### src/rtl/rom_rd_pkg.sv
package rom_rd_pkg;
  localparam int DATA_W = 32;
  localparam int HALF_W = 16;

  function automatic logic [DATA_W-1:0] rom_hash(input logic [31:0] a);
    logic [31:0] h;
    h = a * 32'h9E37_79B1;
    h = h ^ (h >> 16);
    h = h * 32'h85EB_CA6B;
    h = h ^ (h >> 13);
    return h;
  endfunction
endpackage

### src/rtl/rom_pattern_gen.sv
module rom_pattern_gen
  import rom_rd_pkg::*;
#(
  parameter int ADDR_W = 20
) (
  input  logic [ADDR_W-1:0] addr_i,
  output logic [DATA_W-1:0] word_o
);
  assign word_o = rom_hash(32'(addr_i));
endmodule

### src/rtl/rom_page_ctl.sv
module rom_page_ctl #(
  parameter int ADDR_W   = 20,
  parameter int PAGE_W   = 3,
  parameter int RAND_LAT = 8,
  parameter int PAGE_LAT = 3
) (
  input  logic              clk_i,
  input  logic              rst_ni,
  input  logic [ADDR_W-1:0] addr_i,
  input  logic              lo_i,
  input  logic              wide_i,
  input  logic              ce_ni,
  output logic              valid_o
);
  localparam int CNT_W = $clog2(RAND_LAT + 1);
  localparam int TAG_W = ADDR_W - PAGE_W;
  localparam logic [CNT_W-1:0] LAT_RAND = CNT_W'(RAND_LAT);
  localparam logic [CNT_W-1:0] LAT_PAGE = CNT_W'(PAGE_LAT);
  localparam logic [CNT_W-1:0] ONE      = CNT_W'(1);

  logic [ADDR_W-1:0] addr_q;
  logic              lo_q, wide_q, ce_q;
  logic [CNT_W-1:0]  cnt_q;
  logic              valid_q;
  logic              open_q, tag_wide_q;
  logic [TAG_W-1:0]  tag_q;

  logic             eff_lo, chg, hit, fin;
  logic [CNT_W-1:0] lat;

  // half-select only counts in 16-bit mode
  assign eff_lo = wide_i ? 1'b0 : lo_i;
  assign chg    = (addr_i != addr_q) | (wide_i != wide_q) | (eff_lo != lo_q) | ce_q;
  assign hit    = open_q & (addr_i[ADDR_W-1:PAGE_W] == tag_q) & (wide_i == tag_wide_q);
  assign lat    = hit ? LAT_PAGE : LAT_RAND;
  assign fin    = ~ce_ni & (chg ? (lat == ONE) : (cnt_q == ONE));

  always_ff @(posedge clk_i or negedge rst_ni) begin
    if (!rst_ni) begin
      addr_q     <= '0;
      lo_q       <= 1'b0;
      wide_q     <= 1'b1;
      ce_q       <= 1'b1;
      cnt_q      <= '0;
      valid_q    <= 1'b0;
      open_q     <= 1'b0;
      tag_wide_q <= 1'b0;
      tag_q      <= '0;
    end else begin
      addr_q <= addr_i;
      lo_q   <= eff_lo;
      wide_q <= wide_i;
      ce_q   <= ce_ni;
      if (ce_ni) begin
        cnt_q   <= '0;
        valid_q <= 1'b0;
        open_q  <= 1'b0;
      end else if (chg) begin
        cnt_q   <= lat - ONE;
        valid_q <= (lat == ONE);
      end else if (cnt_q != '0) begin
        cnt_q <= cnt_q - ONE;
        if (cnt_q == ONE) valid_q <= 1'b1;
      end
      if (fin) begin
        open_q     <= 1'b1;
        tag_q      <= addr_i[ADDR_W-1:PAGE_W];
        tag_wide_q <= wide_i;
      end
    end
  end

  assign valid_o = valid_q & ~chg & ~ce_ni;

  p_cnt_bound_r5: assert property (@(posedge clk_i) disable iff (!rst_ni)
    cnt_q <= CNT_W'(RAND_LAT - 1));
  p_valid_hold_r7: assert property (@(posedge clk_i) disable iff (!rst_ni)
    (valid_q && !chg && !ce_ni) |=> valid_q);
  p_hit_short_r6: assert property (@(posedge clk_i) disable iff (!rst_ni)
    (!ce_ni && chg && hit) |=> (cnt_q == CNT_W'(PAGE_LAT - 1)));
  p_close_page_r9: assert property (@(posedge clk_i) disable iff (!rst_ni)
    ce_ni |=> !open_q);
endmodule

### src/rtl/rom_out_stage.sv
module rom_out_stage
  import rom_rd_pkg::*;
(
  input  logic [DATA_W-1:0] word_i,
  input  logic              wide_i,
  input  logic              lo_i,
  input  logic              ce_ni,
  input  logic              oe_ni,
  input  logic              valid_i,
  output logic [DATA_W-1:0] data_o,
  output logic [DATA_W-1:0] data_oe_o
);
  localparam int LANES = DATA_W / HALF_W;

  logic drive;
  assign drive = ~ce_ni & ~oe_ni;

  for (genvar g = 0; g < LANES; g++) begin : g_lane
    logic             en;
    logic [HALF_W-1:0] val;
    if (g == 0) begin : g_low
      assign en  = drive;
      assign val = (!wide_i && lo_i) ? word_i[DATA_W-1:HALF_W] : word_i[HALF_W-1:0];
    end else begin : g_high
      assign en  = drive & wide_i;
      assign val = word_i[g*HALF_W +: HALF_W];
    end
    assign data_oe_o[g*HALF_W +: HALF_W] = {HALF_W{en}};
    assign data_o[g*HALF_W +: HALF_W]    = (en & valid_i) ? val : '0;
  end
endmodule

### src/rtl/rom_page_reader.sv
module rom_page_reader
  import rom_rd_pkg::*;
#(
  parameter int ADDR_W   = 20,
  parameter int PAGE_W   = 3,
  parameter int RAND_LAT = 8,
  parameter int PAGE_LAT = 3
) (
  input  logic              clk_i,
  input  logic              rst_ni,
  input  logic [ADDR_W-1:0] addr_i,
  input  logic              lo_addr_i,
  input  logic              ce_ni,
  input  logic              oe_ni,
  input  logic              wide_i,
  output logic [31:0]       data_o,
  output logic [31:0]       data_oe_o,
  output logic              valid_o
);
  logic [DATA_W-1:0] word;
  logic              vld;

  rom_pattern_gen #(.ADDR_W(ADDR_W)) u_pat (
    .addr_i (addr_i),
    .word_o (word)
  );

  rom_page_ctl #(
    .ADDR_W   (ADDR_W),
    .PAGE_W   (PAGE_W),
    .RAND_LAT (RAND_LAT),
    .PAGE_LAT (PAGE_LAT)
  ) u_ctl (
    .clk_i   (clk_i),
    .rst_ni  (rst_ni),
    .addr_i  (addr_i),
    .lo_i    (lo_addr_i),
    .wide_i  (wide_i),
    .ce_ni   (ce_ni),
    .valid_o (vld)
  );

  rom_out_stage u_out (
    .word_i    (word),
    .wide_i    (wide_i),
    .lo_i      (lo_addr_i),
    .ce_ni     (ce_ni),
    .oe_ni     (oe_ni),
    .valid_i   (vld),
    .data_o    (data_o),
    .data_oe_o (data_oe_o)
  );

  assign valid_o = vld;

  p_idle_hiz_r4: assert property (@(posedge clk_i) disable iff (!rst_ni)
    (ce_ni || oe_ni) |-> (data_oe_o == '0));
  p_narrow_hiz_r3: assert property (@(posedge clk_i) disable iff (!rst_ni)
    !wide_i |-> (data_oe_o[31:16] == '0));
  p_standby_novalid_r4: assert property (@(posedge clk_i) disable iff (!rst_ni)
    ce_ni |-> !valid_o);
endmodule

### config.mk
export PLATFORM = sky130hd
export DESIGN_NAME = rom_page_reader
export DESIGN_NICKNAME = d
export VERILOG_FILES = /design/src/rtl/rom_rd_pkg.sv /design/src/rtl/rom_pattern_gen.sv /design/src/rtl/rom_page_ctl.sv /design/src/rtl/rom_out_stage.sv /design/src/rtl/rom_page_reader.sv
export SDC_FILE = /design/constraint.sdc
export NUM_CORES = 1
export LEC_CHECK = 0
export BUFFER_PORTS_ARGS = -buffer_cell sky130_fd_sc_hd__buf_4
export CAP_MARGIN = 15
export CORE_MARGIN = 4
export CORE_UTILIZATION = 68
export CTS_CLUSTER_SIZE = 14
export DETAILED_ROUTE_END_ITERATION = 7
export PLACE_DENSITY = 0.87
export SETUP_SLACK_MARGIN = 0.15
export SLEW_MARGIN = 20
export SYNTH_ARGS = -nofsm -noshare
export SYNTH_HDL_FRONTEND = slang
export SYNTH_HIERARCHICAL = 1
export SYNTH_SLANG_ARGS = --single-unit
### constraint.sdc
create_clock -name clk_i -period 28.5 [get_ports clk_i]
set_clock_uncertainty 0.2 [all_clocks]
set_input_delay 4.275 -clock clk_i [delete_from_list [all_inputs] [get_ports clk_i]]
set_output_delay 4.275 -clock clk_i [all_outputs]
set_load 0.005 [all_outputs]
Yosys cells after proc, flatten, opt, wreduce, memory -nomap -nowiden
Cells that the tools add are included.

storage, ports and cells
  flip-flop bits (word level) = 47
  input port bits = 26
  output and inout port bits = 65
  logic and storage cells = 59

cells by class
  add/sub/neg operators = 2
  multiply operators = 2
  equality and inequality tests = 7
  multiplexer cells = 15
  bitwise gates (word level) = 17
  reduce and logical (&&, ||, !) cells = 7

operators by type and width
  kind                      number
  $mux W16                  3
  $mul A20 B32 Y32 const B  1
  $mul A32 B32 Y32 const B  1
  $xor A32 B16 Y32          1
  $xor A32 B19 Y32          1
  $ne A20 B20 Y1            1
  $eq A17 B17 Y1            1
  $mux W4                   4
  $and A1 B1 Y1             9
  $eq A4 B1 Y1 const B      2
  $mux W1                   8
  $sub A4 B1 Y4 const B     2
  $reduce_bool A3 Y1        2
  $reduce_bool A4 Y1        1
  $not A1 Y1                3
  $or A1 B1 Y1              3
  $ne A1 B1 Y1              2
  $reduce_and A2 Y1         1
  $reduce_bool A2 Y1        1
  $eq A1 B1 Y1              1
  $logic_and A1 B1 Y1       1
  $logic_not A1 Y1          1

Depth between registers and ports, before layout
  depth after elaboration = 9
  gate-level depth with buffers = 53
  gate-level depth less buffers = 53

Modules after synthesis
The synthesis kept the hierarchy.

by module, submodules not included
  module           instances  cells each  area each (um^2)  seq. area each (um^2)
  rom_pattern_gen  1          1635        16303.1           0.0
  rom_page_ctl     1          149         2107.0            1178.6
  rom_out_stage    1          108         694.4             0.0

Worst setup path after synthesis
OpenSTA, ideal clock, no wires.

  path type = input to output
  from = input addr_i[3]
  to = output data_o[2]
  data arrival time = 16752 ps
  required time = 24025 ps
  setup slack = 7273 ps
  stages on the path = 52
  path buffers = 0
  path through = ha_1 -> xor2_1 -> ha_1 -> a21oi_1 -> fa_1 -> inv_1 -> fa_1 -> inv_1 -> fa_1 -> inv_1 -> fa_1 -> inv_1 -> fa_1 -> inv_1 -> ha_1 -> or3_1 -> or3_1 -> o22a_1 -> [... 16 more ...] -> fa_1 -> inv_1 -> fa_1 -> inv_1 -> ha_1 -> a21o_1 -> a21o_1 -> a21o_1 -> a21oi_1 -> o21ai_0 -> a31oi_1 -> o21ai_0 -> xnor2_1 -> xnor2_2 -> xnor2_1 -> xor2_1 -> nand2_1 -> a21oi_1

on the way
  elaborated cells on any way between the ends = 14
  those cells by class = 2 x mul; 1 x eq/ne; 2 x mux; 9 x bitwise

RTL lines
  item              line                   source
  start, declared   rom_page_reader.sv:11  input logic [ADDR_W-1:0] addr_i,
  $mul A20 B32 Y32  rom_rd_pkg.sv:7        h = a * 32'h9E37_79B1;
  $xor A32 B16 Y32  rom_rd_pkg.sv:8        h = h ^ (h >> 16);
  $mul A32 B32 Y32  rom_rd_pkg.sv:9        h = h * 32'h85EB_CA6B;
  $xor A32 B19 Y32  rom_rd_pkg.sv:10       h = h ^ (h >> 13);
  net word[18]      rom_page_reader.sv:20  logic [DATA_W-1:0] word;
  $mux W16          rom_out_stage.sv:23    assign val = (!wide_i && lo_i) ? word_i[DATA_W-1:HALF_W] : word_i[HALF_W-1:0];
  $mux W16          rom_out_stage.sv:29    assign data_o[g*HALF_W +: HALF_W] = (en & valid_i) ? val : '0;
  end, declared     rom_page_reader.sv:16  output logic [31:0] data_o,

The timed path passes the listed nets, and every way through them passes these cells.

Worst setup path after layout
Ends and elaborated chain as after synthesis.

==> reports/metrics.json <==
{
  "worst_setup_path": {
    "critical_path.max_fanout": 9,
    "setup.worst_path.class": "input port to output port",
    "rrSetupSlack_ns": 25.78,
    "crit-reg2reg-capture": "u_ctl/tag_q[1]$_DFFE_PN0P_",
    "critical_path.startpoint_type": "input port",
    "rr_worst_depth": 6,
    "cp_slowest_cell": "xnor2_1",
    "timing.rr.start": "u_ctl/addr_q[10]$_DFF_PN0_",
    "critical_path.max_stage_delay_ns": 0.88,
    "critical_path_rt_ns": 24.02,
    "endpoint_kind": "output port",
    "cp_data_arrival_time_ns": 18.83,
    "crit_top_cell": "fa_1"
  },
  "floorplan": {
    "die_height_um": 176,
    "row_count": 61,
    "initial_core_util_pct": 68.8,
    "core_area_um2": 27800,
    "io_pins": 91,
    "design.die.area_um2": 30800,
    "die_width_um": 176
  },
  "yosys": {
    "ys.warnings.count": 6,
    "synth_top_cell_by_area": "fa_1",
    "synth_fp_nets": 2610,
    "netlist.area_leader.share_pct": 39.3,
    "yosysSeqAreaShare_pct": 6.17,
    "yosys_most_used_dff": "dfrtp_1",
    "most_frequent_cell_after_synthesis": "inv_1",
    "synth_common_cells": "581 x inv_1, 375 x fa_1, 317 x ha_1",
    "yosys.area_share.adder_pct": 60.1,
    "post_synth_num_cell_types": 73,
    "synth-simple-area-share_pct": 4.89,
    "netlist_area_um2": 19100,
    "synth_mux_area_share_pct": 1.57,
    "synth_cells": 1892,
    "synth_top_family_by_area": "adder cells",
    "postSynthRegisterBits": 47,
    "synth-edff-count": 0,
    "syn_avg_cell_area_um2": 10.1,
    "asyncSetResetFlopFracSynth_pct": 100,
    "netlist_top_cells_area": "fa_1 39%, ha_1 21%, inv_1 11%, dfrtp_1 5.9%, xnor2_1 5.3%",
    "synth_compound_area_share_pct": 5.42,
    "post_synth_xor_area_fraction_pct": 8.83
  },
  "sta": {
    "timing.slew.headroom_pct": 24.7,
    "fin_crit_ns": 23.31,
    "fin_worst_hold_slack_ns": 0.337,
    "final.period_utilization_pct": 81.8,
    "finalWorstSetupSlack_ns": 5.19,
    "tightest_slew_ns": 1.12,
    "timing.final.setup_violations": 0,
    "slew_viol_final": 0,
    "maxClockFrequency_mhz": 42.9,
    "setup_tns_ns": 0,
    "grt_setup_unrepaired": "false",
    "finalHoldViolCount": 0
  },
  "detailed_routing": {
    "routed_via_density": 5.55,
    "ant_nets": 0,
    "routed_wl_um": 47100,
    "dr.pass1.iters": 5,
    "detailroute.via_count": 13000,
    "drt_drc_violations_left": 0,
    "initialDrtViolationCount": 914,
    "detail_route.wl_per_cell_um": 20.2
  },
  "placement": {
    "io_buffers": 90,
    "hpwlAfterDp_um": 42100,
    "detailedPlace.worstSlack_ns": 5.35,
    "last_weighted_congestion_value_of_the_routability_driven_placer": 1.02
  },
  "clock_network": {
    "postCtsResizedCells": 0,
    "cts_setup_buffers": 0,
    "clk_pin_slew_ns": 0.07,
    "clkSinkCount": 47,
    "hold_buffers": 0,
    "tritoncts.num_buffers": 5,
    "cts_max_path_buffers": 2,
    "tritoncts": "done",
    "clkLatencyLatePin_ns": 0.29,
    "clockRootBuffer": "clkbuf_16",
    "h_tree_lvls": 2
  },
  "run": {
    "maxCapViolCount": 0
  },
  "final_layout": {
    "antenna_cells": 0,
    "finalCoreUtilization_pct": 72.7,
    "number_of_nets_in_the_final_layout": 2676,
    "final_layout_size_suffix_gt1_share_pct": 8.52,
    "area_growth_pct": 5.67
  },
  "global_routing": {
    "first_global_vias": 14300,
    "grt_pass1_wl_um": 76200,
    "grt_max_degree": 48,
    "grtUsageTotal_pct": 32.0,
    "grt_antenna_before_repair": 0,
    "grt_overflow": 0
  },
  "status": {
    "run_status": "finished clean"
  },
  "hold_path": {
    "whs_endpoint": "u_ctl/tag_q[0]$_DFFE_PN0P_",
    "min-delay-path-class": "flip-flop to flip-flop",
    "hold_start": "u_ctl/tag_q[0]$_DFFE_PN0P_",
    "whs_path_depth": 1
  }
}
==> worst max-delay path by stage <==
stage | slack, ns | startpoint | end | depth (start not counted)
final | 5.19 | addr_i[3] | data_o[2] | 54
after global routing | 4.53 | addr_i[3] | data_o[2] | 54
after CTS | 5.32 | addr_i[3] | data_o[2] | 54
after detailed placement | 5.35 | addr_i[3] | data_o[2] | 54
after global placement | 5.73 | addr_i[3] | data_o[2] | 54
after floorplan | 7.27 | addr_i[3] | data_o[2] | 52
==> kinds of logic after synthesis <==
group / Yosys count
adder cells (fa/ha/maj): 692
buffers and inverters: 622
XOR/XNOR: 187
AND/OR/NAND/NOR: 169
AO/OA/AOI/OAI: 154
flip-flops: 47
multiplexers: 21
==> worst max-delay path, delay by kind of cell <==
| kind | cells | cell delay [ns] |
|---|---|---|
| xor+xnor | 8 | 2.82 |
| fa+ha+maj | 17 | 7.39 |
| compound gates | 13 | 2.36 |
| simple gates | 5 | 1.21 |
| buf+inv | 11 | 0.76 |
==> area by class of cell <==
type	count	area, µm²
clock buffers	5	125
clock inverters	3	47.5
fillers	1924	7590
inverters	581	2180
multi-input cells	1223	15400
flip-flops and latches	47	1180
well taps	378	473
repair buffers	100	751
==> state kept, by name (all words and copies together) (netlist names) <==
signal / cells
u_ctl/open_q: 1
u_ctl/tag_wide_q: 1
u_ctl/tag_q: 17
u_ctl/valid_q: 1
u_ctl/addr_q: 20
u_ctl/cnt_q: 4
u_ctl/ce_q: 1
u_ctl/wide_q: 1
u_ctl/lo_q: 1
==> routing by layer <==
layer	global-route usage [%]	wire, µm
met1	43.6	18800
met3	7.45	4450
met4	10.6	1990
met2	51.2	21900
met5	0	0
==> cell usage in the layout (no fill, tap or decap), types with 8 or more instances in the layout <==
cell type,instances
buf_4,100
dfrtp_1,45
mux2_4,18
xnor2_1,116
nand2_1,47
inv_1,581
nand3_1,10
a21oi_1,50
ha_1,317
fa_1,375
nand2_2,11
nand4_1,8
nor2_1,22
nand2b_1,9
a21o_1,26
o21ai_0,18
xor2_1,66
a21oi_2,10
and2_1,19
o21bai_1,9
==> per-stage QoR <==
step	instances	instance area [µm²]
2_1_floorplan	1892	19100
3_5_place_dp	2329	20000
4_1_cts	2337	20200
6_report	2337	20200
3_3_place_gp	2329	20000
5_1_grt	2337	20200
Power is left out: the tool's default activity adds up to more than one toggle a clock period on the data nets, which glitch-free logic cannot reach.
